### config.mk
export PLATFORM = sky130hd
export DESIGN_NAME = ack_status_regs
export DESIGN_NICKNAME = d
export VERILOG_FILES = /design/src/rtl/ack_pkg.sv /design/src/rtl/ack_encode.sv /design/src/rtl/ack_slot.sv /design/src/rtl/ack_status_regs.sv
export SDC_FILE = /design/constraint.sdc
export NUM_CORES = 1
export LEC_CHECK = 0
export BUFFER_PORTS_ARGS = -buffer_cell sky130_fd_sc_hd__buf_4
export CORE_MARGIN = 2
export CORE_UTILIZATION = 35
export DETAILED_ROUTE_END_ITERATION = 12
export PLACE_DENSITY = 0.74
export SLEW_MARGIN = 40
export SYNTH_ARGS = -nofsm -noshare
export SYNTH_HDL_FRONTEND = slang
export SYNTH_SLANG_ARGS = --single-unit
### constraint.sdc
create_clock -name clk -period 1.85 [get_ports clk]
set_clock_uncertainty 0.2 [all_clocks]
set_input_delay 0.185 -clock clk [delete_from_list [all_inputs] [get_ports clk]]
set_output_delay 0.185 -clock clk [all_outputs]
set_load 0.005 [all_outputs]
### src/rtl/ack_pkg.sv
// Package: shared event encoding, offsets and field positions for the
// acknowledge status registers. Assumes byte offsets on a 12-bit bus.
package ack_pkg;
    localparam int ADDR_W = 12;
    localparam int DATA_W = 32;
    localparam int ST_W   = 5;   // status field width
    localparam int ST_LO  = 23;  // status field low bit (error flag)
    localparam int NEW_B  = 31;  // new-value flag position

    localparam logic [ADDR_W-1:0] OFF_ID   = 12'h000;
    localparam logic [ADDR_W-1:0] OFF_CTL  = 12'h004;
    localparam logic [ADDR_W-1:0] OFF_BLK  = 12'h008;
    localparam logic [ADDR_W-1:0] OFF_DIAG = 12'h030;

    localparam logic [15:0] ID_VER = 16'hCE04;
    localparam logic [15:0] ID_REV = 16'h1394;

    typedef enum logic [1:0] {
        EV_ACK     = 2'd0,
        EV_TIMEOUT = 2'd1,
        EV_LONG    = 2'd2,
        EV_SHORT   = 2'd3
    } ack_evt_e;
endpackage

### src/rtl/ack_encode.sv
// ack_encode: folds a receiver result into the 5-bit status field.
// Bit 0 of the status field is the fault flag and bits 4:1 are the code or the
// fault class. Purely combinational.
module ack_encode
    import ack_pkg::*;
(
    input  logic [1:0]      evt,
    input  logic [3:0]      code,
    output logic [ST_W-1:0] status
);
    // Map the event kind onto flag and code bits.
    always_comb begin
        unique case (ack_evt_e'(evt))
            EV_ACK:     status = {code, 1'b0};
            EV_TIMEOUT: status = {4'b0000, 1'b1};
            EV_LONG:    status = {4'b0001, 1'b1};
            EV_SHORT:   status = {4'b0010, 1'b1};
            default:    status = '0;
        endcase
    end
endmodule

### src/rtl/ack_slot.sv
// ack_slot: one acknowledge record, made of the status field and a sticky new flag.
// Priority: hardware update, then diagnostic write, then read-clear.
// Assumes rd and wr are single-cycle decoded strobes for this record.
module ack_slot
    import ack_pkg::*;
(
    input  logic              clk,
    input  logic              rst_n,
    input  logic              upd,
    input  logic [ST_W-1:0]   st_in,
    input  logic              rd,
    input  logic              wr,
    input  logic              diag,
    input  logic [ST_W-1:0]   w_field,
    input  logic              w_flag,
    output logic [DATA_W-1:0] word
);
    logic [ST_W-1:0] field_q;
    logic            flag_q;

    // Record state: capture updates, diagnostic loads and read-clear.
    always_ff @(posedge clk) begin
        if (!rst_n) begin
            field_q <= '0;
            flag_q  <= 1'b0;
        end else if (upd) begin
            field_q <= st_in;
            flag_q  <= 1'b1;
        end else if (wr && diag) begin
            field_q <= w_field;
            flag_q  <= w_flag;
        end else if (rd) begin
            flag_q  <= 1'b0;
        end
    end

    // Place the state into the bus word; every other bit is zero.
    always_comb begin
        word = '0;
        word[ST_LO +: ST_W] = field_q;
        word[NEW_B]         = flag_q;
    end


    flag_set_chk: assert property (@(posedge clk) disable iff (!rst_n)
        upd |=> word[NEW_B]);

    upd_wins_chk: assert property (@(posedge clk) disable iff (!rst_n)
        upd |=> word[ST_LO +: ST_W] == $past(st_in));

    rd_clear_chk: assert property (@(posedge clk) disable iff (!rst_n)
        (rd && !upd) |=> !word[NEW_B]);

    ro_chk: assert property (@(posedge clk) disable iff (!rst_n)
        (!upd && !diag) |=> $stable(word[ST_LO +: ST_W]));
endmodule

### src/rtl/ack_status_regs.sv
// ack_status_regs: top of the acknowledge status register set.
// It decodes 32-bit word accesses and holds the diagnostic enable.
// It instantiates one record per transmit queue and registers the read data
// one cycle after the request. Assumes one access per cycle at most.
module ack_status_regs
    import ack_pkg::*;
#(
    parameter int N_Q = 2
) (
    input  logic              clk,
    input  logic              rst_n,
    input  logic              bus_sel,
    input  logic              bus_wr,
    input  logic [11:0]       bus_addr,
    input  logic [31:0]       bus_wdata,
    output logic [31:0]       bus_rdata,
    input  logic              ctl_upd,
    input  logic [1:0]        ctl_evt,
    input  logic [3:0]        ctl_code,
    input  logic              blk_upd,
    input  logic [1:0]        blk_evt,
    input  logic [3:0]        blk_code
);
    localparam logic [DATA_W-1:0] ID_WORD = {ID_REV, ID_VER};

    logic [ADDR_W-1:0] q_off  [N_Q];
    logic              q_upd  [N_Q];
    logic [1:0]        q_evt  [N_Q];
    logic [3:0]        q_code [N_Q];
    logic [DATA_W-1:0] q_word [N_Q];
    logic              diag_q;
    logic              rd_req, wr_req;
    logic [DATA_W-1:0] rd_mux;
    logic              unused_wbits;

    assign rd_req = bus_sel && !bus_wr;
    assign wr_req = bus_sel &&  bus_wr;
    assign unused_wbits = ^{bus_wdata[30:28], bus_wdata[22:1]};

    // Gather the per-queue inputs into arrays indexed by queue.
    always_comb begin
        for (int i = 0; i < N_Q; i++) begin
            q_off[i] = ADDR_W'(OFF_CTL + ADDR_W'(4 * i));
        end
        q_upd[0]  = ctl_upd;  q_evt[0] = ctl_evt;  q_code[0] = ctl_code;
        q_upd[1]  = blk_upd;  q_evt[1] = blk_evt;  q_code[1] = blk_code;
    end

    // One encoder and one record per transmit queue.
    for (genvar g = 0; g < N_Q; g++) begin : g_q
        logic [ST_W-1:0] st;
        ack_encode u_enc (
            .evt    (q_evt[g]),
            .code   (q_code[g]),
            .status (st)
        );
        ack_slot u_slot (
            .clk     (clk),
            .rst_n   (rst_n),
            .upd     (q_upd[g]),
            .st_in   (st),
            .rd      (rd_req && bus_addr == q_off[g]),
            .wr      (wr_req && bus_addr == q_off[g]),
            .diag    (diag_q),
            .w_field (bus_wdata[ST_LO +: ST_W]),
            .w_flag  (bus_wdata[NEW_B]),
            .word    (q_word[g])
        );
    end

    // Diagnostic enable register, read-write bit 0.
    always_ff @(posedge clk) begin
        if (!rst_n)                           diag_q <= 1'b0;
        else if (wr_req && bus_addr == OFF_DIAG) diag_q <= bus_wdata[0];
    end

    // Select the word addressed by the current read.
    always_comb begin
        rd_mux = '0;
        if (bus_addr == OFF_ID)   rd_mux = ID_WORD;
        if (bus_addr == OFF_DIAG) rd_mux = {{(DATA_W-1){1'b0}}, diag_q};
        for (int i = 0; i < N_Q; i++) begin
            if (bus_addr == q_off[i]) rd_mux = q_word[i];
        end
    end

    // Registered read data, zero when no read was requested.
    always_ff @(posedge clk) begin
        if (!rst_n)      bus_rdata <= '0;
        else if (rd_req) bus_rdata <= rd_mux;
        else             bus_rdata <= '0;
    end


    id_read_chk: assert property (@(posedge clk) disable iff (!rst_n)
        (rd_req && bus_addr == OFF_ID) |=> bus_rdata == 32'h1394CE04);

    idle_zero_chk: assert property (@(posedge clk) disable iff (!rst_n)
        !rd_req |=> bus_rdata == '0);

    pad_zero_chk: assert property (@(posedge clk) disable iff (!rst_n)
        (rd_req && (bus_addr == OFF_CTL || bus_addr == OFF_BLK))
        |=> (bus_rdata[22:0] == '0 && bus_rdata[30:28] == '0));
endmodule

## Yosys cells after proc, flatten, opt, wreduce, memory -nomap -nowiden

Index checks and enable logic that the tools add are counted.

| word-level totals | value |
|---|---|
| flip-flop bits (word level) | 45 |
| output and inout port bits | 32 |

| cells by class | value |
|---|---|
| reduce and logical (&&, ||, !) cells | 20 |
| bitwise operators | 2 |
| equal/unequal tests | 9 |
| muxes and demuxes | 16 |

Operators by type and width:

| cell | number |
|---|---|
| two-way mux 32 bit | 3 |
| one-hot mux 5 bit (4 select lines) | 2 |
| two-way mux 29 bit | 1 |
| two-way mux 5 bit | 4 |
| == test 12 x 3 -> 1 bit (second input constant) | 1 |
| == test 12 x 4 -> 1 bit (second input constant) | 1 |
| == test 12 x 6 -> 1 bit (second input constant) | 1 |
| logical NOT 12 bit | 1 |
| logical AND 1 bit | 9 |
| == test 2 bit (second input constant) | 4 |
| two-way mux 1 bit | 6 |
| nonzero test 3 bit | 2 |
| OR reduction 5 bit | 1 |
| == test 2 x 1 -> 1 bit (second input constant) | 2 |
| logical NOT 2 bit | 2 |
| nonzero test 2 bit | 2 |
| OR reduction 4 bit | 1 |
| NOT 1 bit | 2 |
| AND reduction 2 bit | 1 |
| logical NOT 1 bit | 1 |

## Depth between registers and ports, before layout

| depth | value |
|---|---|
| word-level depth | 6 |
| depth in mapped cells | 5 |

## Hierarchy

From an unflattened synthesis, not the netlist that was laid out.

| second synthesis, totals | value |
|---|---|
| cells, all modules | 259 |
| area, all modules | 2397.3 µm² |

Modules (own cells, without submodules):

| module | seq. area each (µm²) | cells each | area each (µm²) | times used |
|---|---|---|---|---|
| ack_status_regs | 660.6 | 115 | 1238.7 | 1 |
| ack_slot | 120.1 | 62 | 531.8 | 2 |
| ack_encode | 0.0 | 10 | 47.5 | 2 |

## Worst setup path before layout

Ideal clock, no wire load.

| timing | value |
|---|---|
| path type | input -> register |
| start point | input bus_addr[7] |
| end point | register diag_q |
| stages | 5 |
| slack | -0.167 ns |
| arrival | 1.686 ns |
| required time | 1.519 ns |
| cell sequence | or4_4 > buf_6 > or4_4 > o311ai_2 > o41ai_2 |

| on the way | value |
|---|---|
| word-level cells in the longest chain between the ends | 2 |

Ends and longest elaborated chain:

| element | line | text |
|---|---|---|
| start, declared | ack_status_regs.sv:14 | `input logic [11:0] bus_addr,` |
| == test 12 x 6 -> 1 bit | ack_status_regs.sv:74 | `else if (wr_req && bus_addr == OFF_DIAG) diag_q <= bus_wdata[0];` |
| logical AND 1 bit | ack_status_regs.sv:74 |  |
| end signal, assigned | ack_status_regs.sv:74 |  |
| end, declared | ack_status_regs.sv:31 | `logic diag_q;` |

Every way passes these cells.
A chain may end at the register's enable or synchronous reset.

## Worst setup path in the final report

| timing | value |
|---|---|
| start point | register diag_q |
| end point | register g_q[0].u_slot.field_q[0] |

| on the way | value |
|---|---|
| word-level cells in the longest chain between the ends | 2 |

Ends and longest elaborated chain:

| element | line | text |
|---|---|---|
| logical AND 1 bit | ack_slot.sv:29 | `end else if (wr && diag) begin` |
| nonzero test 2 bit (no source line) | - |  |
| end signal, assigned | ack_slot.sv:27 | `field_q <= st_in;` |
| end signal, assigned | ack_slot.sv:30 | `field_q <= w_field;` |
| end, declared | ack_slot.sv:18 | `logic [ST_W-1:0] field_q;` |

Every way passes these cells.

==> summary.md <==
| Metric | Value |
|---|---|
| Status | `finished with violations` |
| Fmax | `529 MHz` |
| GPL Wtd Cong | `0.865` |
| Initial antenna violation count | `0` |
| R2R Path Start | `diag_q` |
| Synth unique cells | `35` |
| Cell count of the worst reg-to-reg path | `4` |
| Number of port buffers | `52` |
| I/O pins | `94` |
| Drc violations | `0` |
| Worst path depth | `4` |
| TritonCTS clock tree | `yes` |
| Worst Setup Path Type | `reg2reg` |
| Busiest grt layer | `met2` |
| Hold Crit Start | `ctl_upd` |
| Critical Path AT | `roughly 1.8 ns` |
| Tcrit/Tclk final | `102%` |
| CP endpoint kind | `flop` |
| CTS Sinks | `21` |
| Post-synth EDFFs | `0` |
| Worst-path clk slew | `0.08 ns` |
| Largest stage delay, worst path | `0.52 ns` |
| GR Util met2 | `27.7%` |
| Cells after Synth | `148` |
| Drt first pass iters | `4` |
| First-pass GRT wire length | `5.26 mm` |
| Leakage power | `between 0.8 and 0.9 nW` |
| Seq cells post-synth | `21` |
| Maximum vdd drop | `0.354 mV` |
| Total power | `between 0.9 and 1 mW` |
| Startpoint Class | `flop` |
| Total global-route track usage | `16.1%` |
| Failing checks | `setup timing` |
| Via Count | `1272` |
| Fraction of layout cells with a size suffix above 1 | `between 40% and 50%` |
| Die Y-Extent | `64.7 um` |
| Finished Layout Cells | `257` |
| CTS Buf Count | `3` |
| Crit path max-delay cell type | `or4_4` |
| Hold path cells | `4` |
| RSZ-0062 raised after global routing | `true` |
| YS warnings | `0` |
| CP startpoint | `diag_q` |
| 1st-iter DRT viols | `51` |
| Width of the die | `64.7 um` |
| FF/Latch Area | `422 um^2` |
| Area Growth Syn to Fin | `42.1%` |
| Placed cells | `~250` |
| Clock Path Buffers | `2` |
| H-tree depth | `1` |
| Multi-input gate area | `743 um^2` |
| Core ar. | `3610 um^2` |
| Area of the mapped netlist | `1290 um^2` |
| Post-placement cell area | `1720 um^2` |
| Routed wirelength normalized by instance count | `around 13 um` |
| Fin. Hold Viols | `0` |
| Min Tclk post-route | `between 1.5 and 2 ns` |
| Post-route worst setup slack | `-0.0405 ns` |
| # diodes | `0` |
| Final Instance Area | `1830 um^2` |
| End-of-flow core utilization | `50.8%` |
| CP cell instances | `or4bb_4 > or4_4 > mux2i_1 > a21oi_1` |
| Nets@finish | `272` |
| Vias per cell | `4.95` |
| Pin count of the biggest net entering global routing | `21` |
| Ys flop type | `dfxtp_1` |
| Final wirelength | `around 3.2 mm` |
| Met3 GRT Util | `5.03%` |
| Clock Latency Late Sink | `0.26 ns` |
| Starting density of the core | `35.7%` |
| Post-DP HPWL | `2.60 mm` |
| Critical-path maximum fanout | `3` |
| Final setup vio count | `1` |
| Worst Hold Class | `in2reg` |
| Grt ovf | `0` |
| CP top delay family | `simple AND/OR/NAND/NOR gates` |
| Ys async rst share | `0%` |
| CP required | `1.80 ns` |
| Max-slew violations | `0` |
| Root Buffer | `clkbuf_8` |
| GR Util met1 | `19.2%` |
| Maximum Capacitance Violations | `0` |
| PD cells | `533 nW/um^2` |
| Buffers plus inverters on the worst setup path | `0` |
| Average size of a mapped cell | `8.71 um^2` |
| Row Count | `22` |
| ANT nets after route | `0` |
| Sequential share of the synthesized area | `around 33%` |
| Vias in the first global route | `roughly 1200` |
| Total die area | `4180 um^2` |
| Layout fillers | `369` |
-- final cells by class --
class | instances | share of cell area (%)
Inverter | 6 | 1.23
Sequential cell | 21 | 23.0
Clock inverter | 1 | 0.410
Timing Repair Buffer | 69 | 29.2
Multi-Input combinational cell | 109 | 40.6
Clock buffer | 3 | 2.25
Tap cell | 48 | 3.28
-- report_power, final --
part | switching, mW | internal (mW) | leakage [nW] | total [mW]
clock | 0.157 | 0.152 | 0.0217 | 0.310
combinational | 0.0883 | 0.0990 | 0.675 | 0.187
sequential | 0.00965 | 0.471 | 0.173 | 0.480
total | 0.255 | 0.722 | 0.869 | 0.977
-- worst paths after layout --
kind,to,slack (ns)
setup / recovery,g_q[0].u_slot.field_q[0],-0.04
hold / removal,g_q[0].u_slot.field_q[0],0.01
setup reg to reg,g_q[0].u_slot.field_q[0],-0.04
hold reg to reg,g_q[1].u_slot.field_q[2],0.25
-- cell usage after synthesis (all sizes together), types with 2 or more instances --
cell | number | area [um^2]
or4b | 2 | 20.0
dfxtp | 21 | 420
clkbuf | 2 | 7.51
o311ai | 3 | 33.8
a221oi | 3 | 26.3
a211o | 2 | 17.5
a22oi | 3 | 22.5
and2 | 2 | 12.5
o211a | 6 | 60.1
a21oi | 2 | 10.0
or4 | 4 | 41.3
nand2 | 23 | 86.3
o21ai | 5 | 25.0
nor3 | 3 | 20.0
nand3 | 10 | 50.1
o41ai | 3 | 71.3
nor4 | 4 | 25.0
o2111ai | 2 | 17.5
nor2 | 8 | 30.0
mux2i | 2 | 20.0
inv | 6 | 22.5
buf | 25 | 191
-- routing by layer --
layer  vias to the layer above  routed length (um)
met2                        52                1670
met3                         4                 232
met5                         -                   0
met1                       587                1290
li1                        629                   -
met4                         0                  38
-- cells in the final DEF, fill, tap and decap left out, types with 2 or more instances in the layout --
cell type	n
a211o_1	2
a21oi_1	2
a221oi_1	2
a22oi_1	3
and2_1	2
buf_4	64
buf_6	4
clkbuf_8	3
conb_1	16
dfxtp_1	20
inv_1	6
mux2i_1	2
nand2_1	23
nand3_1	8
nand3_2	2
nor2_1	8
nor3_1	2
nor4_1	4
o211a_1	6
o21ai_0	3
o21ai_1	2
o311ai_1	2
o41ai_4	2
or4_4	4
or4b_1	2
-- logic make-up (layout without fill, tap and decap cells) --
| group | count (synthesis) | count (layout) | synth area share (%) |
|---|---|---|---|
| muxes | 2 | 2 | 1.55 |
| AOI/OAI and AO/OA | 31 | 31 | 23.7 |
| DFF | 21 | 21 | 32.6 |
| other | 1 | 16 | 0.291 |
| buffers and inverters | 33 | 79 | 17.2 |
| and+or+nand+nor | 60 | 60 | 24.7 |
-- registers in the layout (all words and copies together), names as in the netlist --
register and cells:
bus_rdata 8, g_q.u_slot.field_q 10, g_q.u_slot.flag_q 2, diag_q 1
-- through the flow --
step	TNS [ns]	hold WS [ns]	worst slack, ns
2_1_floorplan	-0.504	0.124	-0.166
3_3_place_gp	-2.41	0.224	-0.199
3_5_place_dp	-2.87	0.245	-0.264
4_1_cts	-0.0566	0.00655	-0.0519
5_1_grt	-0.289	0.00814	-0.107
6_report	-0.0405	0.0139	-0.0405
-- worst register-to-register path, delay by kind of cell, from the launching register on --
kind             cells  cell delay (ns)
AND/OR/NAND/NOR      2             1.02
multiplexers         1             0.16
flip-flops           1             0.33
AO/OA/AOI/OAI        1             0.08
-- repair_timing --
action                                  in CTS  in global routing
pin swaps                                    2                  2
buffers inserted                             0                  1
endpoints found under the hold margin        1                  0
hold buffers                                 1                  0
endpoints found under the setup margin       5                  8
gates cloned                                 0                  0
resized for setup                            2                  9
Power figures use the tool's default switching activity.
